<file path="src/rtl/mesh_route_pkg.sv">
package mesh_route_pkg;

    localparam int PORT_N = 5;

    typedef enum logic [2:0] {
        DIR_LOCAL = 3'd0,
        DIR_EAST  = 3'd1,
        DIR_WEST  = 3'd2,
        DIR_NORTH = 3'd3,
        DIR_SOUTH = 3'd4
    } dir_idx_e;

    typedef logic [PORT_N-1:0] dir_vec_t;

    typedef struct packed {
        dir_vec_t dir;
        logic     yx;
    } route_pick_t;

    function automatic dir_vec_t dir_onehot(dir_idx_e d);
        return dir_vec_t'(5'b00001 << d);
    endfunction

    // Dimension-ordered choice: yx=0 resolves X first, yx=1 resolves Y first.
    function automatic dir_idx_e choose_dir(logic yx, logic x_ne, logic x_up,
                                            logic y_ne, logic y_up);
        dir_idx_e d;
        if (!x_ne && !y_ne)       d = DIR_LOCAL;
        else if (!yx && x_ne)     d = x_up ? DIR_EAST : DIR_WEST;
        else if (!yx)             d = y_up ? DIR_NORTH : DIR_SOUTH;
        else if (y_ne)            d = y_up ? DIR_NORTH : DIR_SOUTH;
        else                      d = x_up ? DIR_EAST : DIR_WEST;
        return d;
    endfunction

endpackage

</file>
<file path="src/rtl/route_lfsr.sv">
module route_lfsr #(
    parameter int              WIDTH = 16,
    parameter logic [WIDTH-1:0] TAPS = 16'hB400,
    parameter logic [WIDTH-1:0] SEED = 16'hACE1
) (
    input  logic clk,
    input  logic rst,
    output logic coin
);
    logic [WIDTH-1:0] state;

    always_ff @(posedge clk) begin
        if (rst)           state <= SEED;
        else if (state[0]) state <= (state >> 1) ^ TAPS;
        else               state <= state >> 1;
    end

    assign coin = state[0];
endmodule

</file>
<file path="src/rtl/route_dir_select.sv">
module route_dir_select
    import mesh_route_pkg::*;
#(
    parameter int COORD_W = 2
) (
    input  logic [COORD_W-1:0] here_x,
    input  logic [COORD_W-1:0] here_y,
    input  logic [COORD_W-1:0] goal_x,
    input  logic [COORD_W-1:0] goal_y,
    input  logic               yx,
    output dir_vec_t           dir
);
    dir_idx_e idx;

    always_comb begin
        idx = choose_dir(yx, here_x != goal_x, goal_x > here_x,
                         here_y != goal_y, goal_y > here_y);
        dir = dir_onehot(idx);
    end
endmodule

</file>
<file path="src/rtl/route_vc_mask.sv">
module route_vc_mask #(
    parameter int NUM_VC = 8
) (
    input  logic              yx,
    output logic [NUM_VC-1:0] mask
);
    localparam int HALF = NUM_VC / 2;

    for (genvar v = 0; v < NUM_VC; v++) begin : g_vc
        if (v < HALF) begin : g_lo
            assign mask[v] = ~yx;
        end else begin : g_hi
            assign mask[v] = yx;
        end
    end
endmodule

</file>
<file path="src/rtl/mesh_route_unit.sv">
module mesh_route_unit
    import mesh_route_pkg::*;
#(
    parameter int K       = 4,
    parameter int NUM_VC  = 8,
    parameter int LFSR_W  = 16,
    parameter logic [LFSR_W-1:0] LFSR_TAPS = 16'hB400,
    parameter logic [LFSR_W-1:0] LFSR_SEED = 16'hACE1,
    localparam int COORD_W = (K > 1) ? $clog2(K) : 1
) (
    input  logic               clk,
    input  logic               rst,
    input  logic               in_valid,
    input  logic               in_head,
    input  logic               in_inject,
    input  logic               in_route_yx,
    input  logic [COORD_W-1:0] cur_x,
    input  logic [COORD_W-1:0] cur_y,
    input  logic [COORD_W-1:0] dst_x,
    input  logic [COORD_W-1:0] dst_y,
    output logic               out_valid,
    output logic [PORT_N-1:0]  out_port,
    output logic [NUM_VC-1:0]  out_vc_mask,
    output logic               out_route_yx
);
    logic              coin;
    route_pick_t       pick;
    dir_vec_t          next_dir;
    logic [NUM_VC-1:0] next_mask;

    route_lfsr #(.WIDTH(LFSR_W), .TAPS(LFSR_TAPS), .SEED(LFSR_SEED)) u_lfsr (
        .clk (clk),
        .rst (rst),
        .coin(coin)
    );

    assign pick.yx  = in_inject ? coin : in_route_yx;
    assign pick.dir = next_dir;

    route_dir_select #(.COORD_W(COORD_W)) u_dir (
        .here_x(cur_x),
        .here_y(cur_y),
        .goal_x(dst_x),
        .goal_y(dst_y),
        .yx    (pick.yx),
        .dir   (next_dir)
    );

    route_vc_mask #(.NUM_VC(NUM_VC)) u_mask (
        .yx  (pick.yx),
        .mask(next_mask)
    );

    always_ff @(posedge clk) begin
        if (rst) begin
            out_valid    <= 1'b0;
            out_port     <= '0;
            out_vc_mask  <= '0;
            out_route_yx <= 1'b0;
        end else begin
            out_valid <= in_valid;
            if (in_valid && in_head) begin
                out_port     <= pick.dir;
                out_vc_mask  <= next_mask;
                out_route_yx <= pick.yx;
            end
        end
    end
endmodule

</file>
<file path="config.mk">
export PLATFORM = sky130hd
export DESIGN_NAME = mesh_route_unit
export DESIGN_NICKNAME = d
export VERILOG_FILES = /design/src/rtl/mesh_route_pkg.sv /design/src/rtl/route_lfsr.sv /design/src/rtl/route_dir_select.sv /design/src/rtl/route_vc_mask.sv /design/src/rtl/mesh_route_unit.sv
export SDC_FILE = /design/constraint.sdc
export NUM_CORES = 1
export LEC_CHECK = 0
export ABC_AREA = 1
export BUFFER_PORTS_ARGS = -buffer_cell sky130_fd_sc_hd__buf_2
export CAP_MARGIN = 25
export CORE_ASPECT_RATIO = 0.6
export CORE_MARGIN = 3
export CORE_UTILIZATION = 45
export DETAILED_ROUTE_END_ITERATION = 6
export PLACE_DENSITY = 0.82
export SYNTH_ARGS = -nofsm -noshare
export SYNTH_HDL_FRONTEND = slang
export SYNTH_SLANG_ARGS = --single-unit
</file>
<file path="constraint.sdc">
create_clock -name clk -period 1.3 [get_ports clk]
set_input_delay 0.26 -clock clk [delete_from_list [all_inputs] [get_ports clk]]
set_output_delay 0.26 -clock clk [all_outputs]
set_load 0.01 [all_outputs]
</file>
* After elaboration in Yosys (flattened, before gate mapping) *
Index checks and enable logic that the tools add are counted.

word-level totals
  flip-flop bits (word level) = 28
  input port bits = 14
  output and inout port bits = 15
  logic and storage cells = 26

operators by class
  order comparisons = 2
  equality and inequality tests = 2
  shift operators = 1
  muxes and demuxes = 8
  bitwise operators = 2
  reduce and logical (&&, ||, !) cells = 6

operator list
  operator             number
  $mux 16              1
  $mux 3               5
  $shl 1x3->5 const A  1
  $gt 2x2->1           2
  $ne 2x2->1           2
  $not 3->4            1
  $logic_and 1x1->1    3
  $logic_not 1->1      3
  $mux 2               1
  $mux 1               1
  $not 1->1            1

* Depth between registers and ports, before layout *
Gate-level depths: netlist of run 1.

  word-level depth = 7
  mapped depth = 13
  depth with buffers taken out = 13

* By module *
From an unflattened synthesis of run 1, not the netlist that was laid out.

unflattened totals
  cell total of the unflattened synthesis = 169
  area, all modules = 1267.5 um2

by module, submodules not included
  module            times used  cells an instance  area each (um2)  sequential area each (um2)
  mesh_route_unit   1           73                 548.0            300.3
  route_lfsr        1           51                 474.2            320.3
  route_dir_select  1           37                 188.9            0.0
  route_vc_mask     1           8                  56.3             0.0

* Worst setup path before layout of run 1 *
No wires, ideal clock.

  path type = input -> register
  start point = in cur_x[1]
  end point = reg out_port[3]
  setup time = 0.066 ns
  arrival = 1.281 ns
  required time = 1.234 ns
  path slack = -0.047 ns
  cell stages on the path = 11
  path buffers = 0
  cells stage by stage = inv_1 -> ha_1 -> nand2_1 -> nand3_2 -> nand2_1 -> inv_2 -> nand2_1 -> nand2_1 -> nor2_2 -> nand2_1 -> a21oi_2

on the way
  cells in the longest elaborated chain, start to end = 7
  elaborated cells between the ends (all ways) = 11
  classes of those cells = order compare: 1; eq/ne: 1; shift: 1; mux: 5; reduce/logical: 3

RTL lines
  item                    line                                        source
  start: declaration      mesh_route_unit.sv:17                       input logic [COORD_W-1:0] cur_x,
  $gt 2x2->1              route_dir_select.sv:16                      idx = choose_dir(yx, here_x != goal_x, goal_x > here_x,
  $mux 2                  mesh_route_pkg.sv:29, mesh_route_pkg.sv:32
  $mux 3                  mesh_route_pkg.sv:31                        else if (y_ne) d = y_up ? DIR_NORTH : DIR_SOUTH;
  $mux 3                  mesh_route_pkg.sv:30                        else if (!yx) d = y_up ? DIR_NORTH : DIR_SOUTH;
  $mux 3                  mesh_route_pkg.sv:29                        else if (!yx && x_ne) d = x_up ? DIR_EAST : DIR_WEST;
  $mux 3 (*)              mesh_route_pkg.sv:28                        if (!x_ne && !y_ne) d = DIR_LOCAL;
  $shl 1x3->5 (*)         mesh_route_pkg.sv:21                        return dir_vec_t'(5'b00001 << d);
  end signal: assignment  mesh_route_unit.sv:63                       out_port <= pick.dir;
  end: declaration        mesh_route_unit.sv:22                       output logic [PORT_N-1:0] out_port,

Mark *: on every way between the ends. The rest lies on a longest branch, timed or not.
A chain may end at the register's enable or synchronous reset.

* Worst setup path in the final report of run 1 *
  start point = in cur_y[1]
  end point = reg out_port[3]

on the way
  cells in the longest elaborated chain, start to end = 7
  elaborated cells between the ends (all ways) = 10
  classes of those cells = order compare: 1; eq/ne: 1; shift: 1; mux: 5; reduce/logical: 2

RTL lines
  item                line                                        source
  start: declaration  mesh_route_unit.sv:18                       input logic [COORD_W-1:0] cur_y,
  $gt 2x2->1          route_dir_select.sv:17                      here_y != goal_y, goal_y > here_y);
  $mux 3              mesh_route_pkg.sv:30, mesh_route_pkg.sv:31
  $mux 3              mesh_route_pkg.sv:31
  $mux 3              mesh_route_pkg.sv:30
  $mux 3              mesh_route_pkg.sv:29
  $mux 3 (*)          mesh_route_pkg.sv:28
  $shl 1x3->5 (*)     mesh_route_pkg.sv:21

Marked as above.

==> flow_summary.yaml, run 1 <==
synth:
  synth.avg_cell_area_um2: 7.88
  synth_top_family_by_area: "simple AND/OR/NAND/NOR gates"
  synthesis.area_mm2: 0.00105
  synth-compound-area-share_pct: 8.23
  synth_nets: 151
  yosys.cell_types.count: 22
  yosys.area_share.simple_pct: 25.3
  synthMuxAreaShare_pct: 0
  synthAdderAreaFrac_pct: 4.77
  syn_inst: 133
  ys_seq_elements: 24
  synth-xor-area-share_pct: 0.835
  yosysWarnings: 0
  synth_seq_area_share_pct: 45.8
pwr:
  seqPwrFrac_pct: 50.2
  clockPowerShare_pct: 30.9
  peakVddDrop_mv: 0.743
  p_int_uw: 1180
  switching_power_uw: 409
  pwr-share-comb_pct: 18.9
  power.leakage_uw: 0.000686
  p_sw_share_pct: 25.8
  power_uw: 1590
  p_per_area_mw_per_mm2: 1220
setup_path:
  ff2ff_path_depth: 10
  path_max_fanout: 4
  critPathLaunchType: "input pin"
  arrival_ns: 1.46
  path_class: "input pin to register"
  cp.required_ns: 1.50
  crit_path_end_kind: "register"
clock_network:
  root_buffer: "clkbuf_8"
  h-tree-depth: 1
  cts_max_path_buffers: 2
  clock_latency_ns: 0.26
  ctsHoldBuffers: 0
  clk_pin_slew_ns: 0.08
  cts_tree: "yes"
  clock_sinks: 24
  numCtsBuffers: 3
timing:
  tightest_slew_ns: 0.337
  fin_tns_setup_ns: 0
  max_clock_freq_mhz: 795
  fin_crit_sh_pct: 96.8
  min_period_ns: 1.26
  finalMaxSlewViolations: 0
  worst_slack_ns: 0.0417
  setup_viol: 0
  clock_skew_ns: 0.00258
  timing.final.hold_violations: 0
  slew_headroom_pct: 77.5
layout:
  diodes: 0
  nNetsFinal: 178
  layout_commonest_cell: "buf_2"
  final_cell_mix: "buf_2 (28), dfxtp_1 (23), inv_1 (22)"
  area_growth_pct: 24.5
  final_cells: 187
  final_layout_size_suffix_gt1_share_pct: 37.7
place:
  gp_congestion: 0.834
  pre_cts_ws_ns: -0.200
  dp_hpwl_mm: 1.58
  place_inst: 183
  port_buffers: 28
floorplanning:
  die_w_um: 68.3
  row_count: 12
  core_mm2: 0.00201
  start_util_pct: 52.1
  die_h_um: 43.4
  dieArea_mm2: 0.00296
  ios: 29
run_status:
  status: "finished, final reports clean"
drt:
  vias_per_cell: 4.58
  vias: 857
  dr.first_iter.drc_count: 20
  dr.pass1.iters: 4
  post-route-drc-count: 0
  wl_per_cell_um: 11.1
  wl_mm: 2.08
  ant_nets: 0
grt:
  grt_pass1_vias: 772
  antenna_found_initial: 0
  grt_max_degree: 23
  grtUsageTotal_pct: 14.6
  grt_pass1_wl_mm: 3.17
  grt_overflow: 0
hold_path:
  whs_path_depth: 3
  min_path_type: "input pin to register"
run:
  cap_violations: 0
-- synth_stat cells --
library cell / count / area [um2]
dfxtp_1: 24 / 480
inv_1: 23 / 86.3
nand2_1: 21 / 78.8
nor2_1: 16 / 60.1
buf_4: 8 / 60.1
a21oi_1: 7 / 35.0
or2_2: 5 / 31.3
ha_1: 4 / 50.1
nand3_1: 4 / 20.0
o21ai_0: 4 / 20.0
nand2_2: 3 / 18.8
inv_2: 2 / 7.51
nand2_4: 2 / 22.5
o211ai_1: 2 / 15.0
a21boi_1: 1 / 7.51
a21oi_2: 1 / 8.76
clkbuf_1: 1 / 3.75
nand3_2: 1 / 10.0
nand4_1: 1 / 6.26
nor2_2: 1 / 6.26
nor2_4: 1 / 11.3
xnor2_1: 1 / 8.76
-- timing repair --
item	in CTS	in global routing
setup endpoints to repair	0	1
gates resized for setup	0	7
buffers inserted	0	0
-- power by group through the flow --
stage	Combinational (uW)	Clock [uW]	Sequential, uW
2_1_floorplan	192	0	818
3_3_place_gp	259	0	813
5_1_grt	338	527	803
4_1_cts	275	502	798
3_5_place_dp	273	0	815
6_report	300	491	798
-- state kept, by name, indices dropped and copies added, names as in the netlist --
name          cells
u_lfsr.state     16
out_port          5
out_vc_mask       2
out_valid         1
-- cell type report --
cell class	count	area [um2]
fill	175	707
multi-input combinational	75	477
sequential	24	482
inverter	25	93.8
timing repair buffer	31	163
clock buffer	4	55.1
tap	28	35.0
-- worst max-delay path, stage by stage --
cell and delay [ns]:
buf_2 0.09, inv_1 0.10, ha_4 0.22, nand2_2 0.11, inv_2 0.07, nand3_1 0.09
nand2_1 0.06, nand2_1 0.06, a21boi_2 0.16, nand2_1 0.10, a21oi_2 0.13
-- metrics by stage --
step / area [um2] / utilization, % / hold WS, ns
finish: 1310 / 64.9 / 0.219
floorplan: 1060 / - / 0.367
detailed placement: 1200 / 59.5 / 0.393
CTS: 1250 / 62.3 / 0.215
global route: 1310 / 64.9 / 0.214
global placement: 1200 / 59.5 / 0.389
-- layer usage --
layer | part of all wire, % | global-route usage, % | up-vias
li1 | - | - | 445
met1 | 43 | 15.9 | 378
met2 | 48 | 25.9 | 32
met3 | 7.6 | 6.22 | 2
met4 | 0.67 | 3.95 | 0
met5 | 0 | 0 | -
-- logic make-up after synthesis --
| kind of cell | count (synthesis) |
|---|---|
| DFF | 24 |
| xor gates and xnor gates | 1 |
| adders and majority gates | 4 |
| buffers and inverters | 34 |
| AOI/OAI and AO/OA | 15 |
| and+or+nand+nor | 55 |
-- path summary, 6_finish.rpt --
| check | startpoint | end | slack (ns) |
|---|---|---|---|
| setup reg to reg | u_lfsr.state[0] | out_port[3] | 0.08 |
| hold / removal | in_valid | out_valid | 0.22 |
| setup / recovery | cur_y[1] | out_port[3] | 0.04 |
| hold reg to reg | u_lfsr.state[5] | u_lfsr.state[4] | 0.40 |
Note: power is estimated with default switching activity, not from simulation.
==> run 2, diff against run 1 <==
--- a/config.mk
+++ b/config.mk
@@ -5,14 +5,12 @@
 export SDC_FILE = /design/constraint.sdc
 export NUM_CORES = 1
 export LEC_CHECK = 0
-export ABC_AREA = 1
 export BUFFER_PORTS_ARGS = -buffer_cell sky130_fd_sc_hd__buf_2
 export CAP_MARGIN = 25
-export CORE_ASPECT_RATIO = 0.6
-export CORE_MARGIN = 3
-export CORE_UTILIZATION = 45
+export CORE_MARGIN = 1
+export CORE_UTILIZATION = 43
 export DETAILED_ROUTE_END_ITERATION = 6
-export PLACE_DENSITY = 0.82
+export PLACE_DENSITY = 0.81
 export SYNTH_ARGS = -nofsm -noshare
 export SYNTH_HDL_FRONTEND = slang
 export SYNTH_SLANG_ARGS = --single-unit
==> run 2 against run 1 <==
  * Register-to-register slack better by 0.06 ns
  * Count of clock-buffer cells in the layout unchanged
  * Non-clock buffer count down 3
  * Cell count down 25%
  * Fmax up 8.8%
  * Global-route usage down 0.62 points
  * Flip-flop and latch count unchanged
  * Routed wire length down 33%
  * Combinational power down 40%
  * Sequential share of layout area up 8.3 points
  * Critical path depth down 7
  * Highest routed layer is now met3
  * Area after synthesis down 13%
==> flow_summary.yaml, run 2 <==
setup_path:
  path_max_fanout: 5
  startpoint: "u_lfsr.state[0]"
  path_class: "register to register"
  arrival_ns: 1.35
  cp.required_ns: 1.50
  crit_path_end_kind: "register"
  ff2ff_path_depth: 4
  critPathLaunchType: "register"
  r2r_slack_ns: 0.14
  r2r_start: "u_lfsr.state[0]"
  timing.rr.end: "out_port[4]"
  crit_end: "out_port[4]"
place:
  dp_hpwl_mm: 1.01
  place_area_mm2: 0.00103
  port_buffers: 28
  place_inst: 137
  gp_congestion: 0.637
synth:
  synthTopCellsByArea: "dfxtp_1 (53%), nor2b_1 (6.8%), buf_4 (5.8%)"
  synth_edf_count: 0
  yosys.area_share.simple_pct: 21.0
  synth_top_family_by_area: "simple AND/OR/NAND/NOR gates"
  syn_inst: 91
  synth-compound-area-share_pct: 8.22
  yosysWarnings: 0
  yosys_most_used_dff: "dfxtp_1"
  yosysMostFrequentCell: "dfxtp_1"
  ys_async_sr_fraction_pct: 0
  synthTopCellsByCount: "dfxtp_1 (24), nor2b_1 (10), nor2_1 (8)"
  synth.avg_cell_area_um2: 10.0
  synthAdderAreaFrac_pct: 5.48
  yosys.cell_types.count: 19
  yosys.area.top_type_share_pct: 52.6
  synthesis.area_um2: 913
  synth-xor-area-share_pct: 2.88
  ys_seq_elements: 24
  synth_seq_area_share_pct: 52.6
  synth_nets: 109
  yosys.area.top_type: "dfxtp_1"
  synthMuxAreaShare_pct: 1.64
layout:
  nNetsFinal: 133
  nFillCells: 177
  regMostFlops: "u_lfsr.state"
  final_layout_size_suffix_gt1_share_pct: 36.8
  largest_reg_flops: 16
  largestRegisters: "u_lfsr.state: 16 flops, out_port: 5 flops, out_vc_mask: 2 flops"
  final_cells: 141
  seq_area_um2: 480
  diodes: 0
  utilization_pct: 53.7
  area_growth_pct: 16.4
  fin_area_mm2: 0.00106
  multi_input_area_um2: 358
  layout_commonest_cell: "buf_2"
  final_cell_mix: "buf_2 (28), dfxtp_1 (24), nor2b_1 (10)"
drt:
  dr.first_iter.drc_count: 9
  wl_per_cell_um: 9.91
  ant_nets: 0
  wl_mm: 1.40
  dr.pass1.iters: 3
  post-route-drc-count: 0
  vias_per_cell: 4.51
  vias: 636
timing:
  min_period_ns: 1.16
  finalMaxSlewViolations: 0
  max_clock_freq_mhz: 864
  slew_headroom_pct: 75.5
  fin_crit_sh_pct: 89.0
  tightest_slew_ns: 0.368
  timing.final.hold_violations: 0
  clock_skew_ns: 0.00216
  hold_ws_ns: 0.211
  rsz0062_at_grt: "false"
  setup_viol: 0
grt:
  grt_util_met1_pct: 15.6
  grtUsageTotal_pct: 14.0
  grt_util_met3_pct: 4.44
  antenna_found_initial: 0
  grt_overflow: 0
  top_usage_layer: "met2"
  grt_max_degree: 25
  grtUsageMet2_pct: 23.2
  grt_pass1_wl_mm: 2.13
  grt_pass1_vias: 513
clock_network:
  clock_latency_ns: 0.30
  cts_max_path_buffers: 2
  clock_sinks: 24
  cts_tree: "yes"
  cts_resized: 0
  cts_setup_buffers: 0
  h-tree-depth: 1
  clk_pin_slew_ns: 0.12
  root_buffer: "clkbuf_4"
  ctsHoldBuffers: 0
  numCtsBuffers: 3
floorplanning:
  dieArea_mm2: 0.00231
  start_util_pct: 46.1
  die_w_um: 48.1
  core_mm2: 0.00198
  row_count: 16
  die_h_um: 48.1
  ios: 29
pwr:
  peakVddDrop_mv: 0.784
  p_per_area_mw_per_mm2: 1270
  power.leakage_uw: 0.000512
hold_path:
  min_path_type: "input pin to register"
run:
  cap_violations: 0
run_status:
  status: "finished, final reports clean"
-- run 2: worst max-delay path, stage by stage, from the launching register on --
cell and delay (ns):
dfxtp_1 0.40, mux2_4 0.30, nand2b_4 0.15, a32oi_2 0.15
nor2_1 0.05
-- run 2: layout make-up --
| type | count | area share, % |
|---|---|---|
| multi-input cells | 54 | 33.6 |
| clock buffers | 4 | 3.41 |
| well taps | 27 | 3.18 |
| flip-flops and latches | 24 | 45.2 |
| inverters | 4 | 1.41 |
| repair buffers | 28 | 13.2 |
-- run 2: kinds of logic (layout without fill, tap and decap cells) --
family	count (synthesis)	after routing
buf+inv	13	36
fa+ha+maj	4	4
xor+xnor	3	3
mux	1	1
compound gates	11	11
simple gates	35	35
flops	24	24
-- run 2: routing by layer --
metal  vias up  wire length [um]
li1        333                 -
met1       283               687
met2        20               635
met3         0                75
met4         0                 0
met5         -                 0
-- run 2: worst min path at each step --
stage	startpoint	to	slack (ns)	cells after the start
after floorplan	rst	u_lfsr.state[1]	0.33	1
after global placement	u_lfsr.state[12]	u_lfsr.state[11]	0.40	1
after detailed placement	u_lfsr.state[12]	u_lfsr.state[11]	0.39	1
after CTS	in_valid	out_valid	0.20	2
after global routing	in_valid	out_valid	0.22	2
final	in_valid	out_valid	0.21	2
-- run 2: power by group --
part / internal, uW / switching [uW] / leakage, uW / total, uW
Clock: 171 / 204 / 0.0000210 / 375
Sequential: 780 / 18.4 / 0.000199 / 798
Combinational: 89.1 / 89.5 / 0.000292 / 179
Total: 1040 / 312 / 0.000512 / 1350
-- run 2: through the flow --
step | setup WS, ns | total power (uW) | setup TNS, ns
after detailed placement | -0.000774 | 993 | -0.000774
after global routing | 0.0841 | 1430 | 0
after floorplan | 0.175 | 947 | 0
final | 0.143 | 1350 | 0
after CTS | 0.136 | 1370 | 0
after global placement | 0.0591 | 987 | 0
==> run 3, diff against run 2 <==
--- a/config.mk
+++ b/config.mk
@@ -7,10 +7,12 @@
 export LEC_CHECK = 0
 export BUFFER_PORTS_ARGS = -buffer_cell sky130_fd_sc_hd__buf_2
 export CAP_MARGIN = 25
+export CORE_ASPECT_RATIO = 0.6
 export CORE_MARGIN = 1
-export CORE_UTILIZATION = 43
+export CORE_UTILIZATION = 48
 export DETAILED_ROUTE_END_ITERATION = 6
-export PLACE_DENSITY = 0.81
+export PLACE_DENSITY = 0.83
 export SYNTH_ARGS = -nofsm -noshare
 export SYNTH_HDL_FRONTEND = slang
+export SYNTH_HIERARCHICAL = 1
 export SYNTH_SLANG_ARGS = --single-unit
==> run 3 against run 2 <==
  * Critical path depth grew 3
  * Die area grew 32%
  * Flip-flop and latch count grew 7
  * Worst hold slack gained 0.20 ns
  * Sequential power grew 29%
  * Area after synthesis grew 49%
  * Highest routed layer unchanged
  * Routed wire length grew 81%
  * First-iteration DRC count grew to 3.3 times the previous value
  * Via count grew 49%
  * Fmax shrank 9.5%
  * Cell count grew 34%
  * Core utilization grew 8.3 points
==> flow_summary.yaml, run 3 <==
synth:
  synth_edf_count: 0
  yosys.area.top_type_share_pct: 45.5
  synth.avg_cell_area_um2: 10.4
  ys_seq_elements: 31
  yosys.area_share.simple_pct: 15.4
  syn_inst: 131
  synthAdderAreaFrac_pct: 3.67
  synth-compound-area-share_pct: 21.5
  synth-xor-area-share_pct: 1.93
  synth_seq_area_share_pct: 45.5
  synthTopCellsByCount: "dfxtp_1 (31), nand3_1 (13), buf_4 (10)"
  yosys.area.top_type: "dfxtp_1"
  synthTopCellsByArea: "dfxtp_1 (46%), a21bo_2 (5.9%), buf_4 (5.5%)"
  yosys_most_used_dff: "dfxtp_1"
  synth_top_family_by_area: "compound AO/OA/AOI/OAI gates"
  synthMuxAreaShare_pct: 0.735
  yosysMostFrequentCell: "dfxtp_1"
  synthesis.area_mm2: 0.00136
  ys_async_sr_fraction_pct: 0
  synth_nets: 149
  yosys.cell_types.count: 25
  yosysWarnings: 6
floorplanning:
  start_util_pct: 52.6
  ios: 29
  die_w_um: 70.8
  core_mm2: 0.00259
  die_h_um: 43.3
  row_count: 14
  dieArea_mm2: 0.00306
drt:
  wl_mm: 2.53
  vias: 949
  vias_per_cell: 5.02
  post-route-drc-count: 0
  ant_nets: 0
  wl_per_cell_um: 13.4
  dr.first_iter.drc_count: 30
  dr.pass1.iters: 6
pwr:
  peakVddDrop_mv: 0.860
  p_sw_share_pct: 24.2
  p_int_uw: 1630
  switching_power_uw: 521
  power.leakage_uw: 0.000711
  seqPwrFrac_pct: 47.6
  p_per_area_mw_per_mm2: 1340
  pwr-share-comb_pct: 14.2
  power_uw: 2160
  clockPowerShare_pct: 38.2
layout:
  largest_reg_flops: 16
  layout_commonest_cell: "dfxtp_1"
  regMostFlops: "u_lfsr/state"
  final_layout_size_suffix_gt1_share_pct: 42.0
  utilization_pct: 61.9
  final_cell_mix: "dfxtp_1 (30), buf_2 (28), nand3_1 (13)"
  diodes: 0
  fin_area_mm2: 0.00161
  nNetsFinal: 174
  largestRegisters: "u_lfsr/state: 16 flops, out_vc_mask: 8 flops, out_port: 5 flops"
  area_growth_pct: 17.8
  nFillCells: 224
setup_path:
  cp.required_ns: 1.45
  startpoint: "u_lfsr/state[0]"
  path_class: "register to register"
  r2r_slack_ns: 0.02
  crit_end: "out_port[4]"
  r2r_start: "u_lfsr/state[0]"
  arrival_ns: 1.42
  crit_path_end_kind: "register"
  path_max_fanout: 4
  timing.rr.end: "out_port[4]"
  ff2ff_path_depth: 7
  critPathLaunchType: "register"
timing:
  timing.final.hold_violations: 0
  fin_crit_sh_pct: 98.3
  worst_slack_ns: 0.0224
  hold_ws_ns: 0.410
  slew_headroom_pct: 64.6
  clock_skew_ns: 0.00508
  finalMaxSlewViolations: 0
  rsz0062_at_grt: "true"
  max_clock_freq_mhz: 783
  setup_viol: 0
  min_period_ns: 1.28
  tightest_slew_ns: 0.531
clock_network:
  clock_sinks: 31
  root_buffer: "clkbuf_8"
  h-tree-depth: 2
  cts_tree: "yes"
  ctsHoldBuffers: 0
  cts_max_path_buffers: 2
  numCtsBuffers: 5
  clk_pin_slew_ns: 0.06
  clock_latency_ns: 0.28
place:
  place_area_mm2: 0.00145
  dp_hpwl_mm: 1.68
  gp_congestion: 0.755
  pre_cts_ws_ns: -0.121
  port_buffers: 28
grt:
  grt_max_degree: 32
  antenna_found_initial: 0
  grtUsageTotal_pct: 18.0
  grt_pass1_wl_mm: 4.01
  grt_pass1_vias: 874
  grt_overflow: 0
run_status:
  status: "finished, final reports clean"
hold_path:
  min_path_type: "register to register"
run:
  cap_violations: 0
## run 3: layout make-up
class / instances / area [um2] / share of cell area [%]
clock buffers: 8 / 100 / 6.24
repair buffers: 33 / 178 / 11.1
well taps: 32 / 40.0 / 2.49
flip-flops and latches: 31 / 622 / 38.7
inverters: 8 / 30.0 / 1.87
multi-input cells: 77 / 636 / 39.6
## run 3: cell families (layout without fill, tap and decap cells)
kind of cell	after synthesis	in the layout
and+or+nand+nor	35	35
AOI/OAI and AO/OA	34	34
DFF	31	31
buffers and inverters	23	49
adders and majority gates	4	4
xor gates and xnor gates	3	3
muxes	1	1
## run 3: how the worst min path moves through the flow
| stage | start | end | slack, ns | cells past startpoint |
|---|---|---|---|---|
| floorplan | rst | out_route_yx | 0.33 | 1 |
| global placement | u_lfsr/state[8] | u_lfsr/state[7] | 0.39 | 1 |
| detailed placement | u_lfsr/state[12] | u_lfsr/state[11] | 0.40 | 1 |
| CTS | u_lfsr/state[12] | u_lfsr/state[11] | 0.41 | 1 |
| global route | u_lfsr/state[1] | u_lfsr/state[0] | 0.43 | 1 |
| finish | u_lfsr/state[7] | u_lfsr/state[6] | 0.41 | 1 |
## run 3: power by group through the flow
stage / logic (uW) / clock network, uW / registers (uW)
6_report: 306 / 823 / 1030
5_1_grt: 331 / 899 / 1030
4_1_cts: 274 / 840 / 1030
3_5_place_dp: 270 / 0 / 1050
3_3_place_gp: 256 / 0 / 1040
2_1_floorplan: 208 / 0 / 1060
## run 3: metal layers
metal  part of all wire, %  wire [um]  global-route usage (%)
met5                     0          0                       0
met4                     0          0                    4.00
met3                   5.3        134                    9.50
met1                    49       1250                    21.8
met2                    45       1150                    28.5
## run 3: critical path, cell delays in order, from the launching register on
cell and delay, ns:
dfxtp_2 0.32, mux2i_2 0.20, inv_2 0.08, buf_4 0.16, a21oi_4 0.15, a211oi_2 0.06
nand3_1 0.10, a21oi_2 0.07
## run 3: repair_timing
action	in CTS	in global routing
endpoints found under the setup margin	4	4
pin swaps	0	3
gates resized for setup	1	9
buffers inserted	0	1
## run 3: metrics by stage
| stage | TNS, ns | std cells |
|---|---|---|
| 2_1_floorplan | 0 | 131 |
| 3_3_place_gp | -0.238 | 180 |
| 3_5_place_dp | -0.418 | 180 |
| 4_1_cts | 0 | 188 |
| 5_1_grt | -0.0645 | 189 |
| 6_report | 0 | 189 |
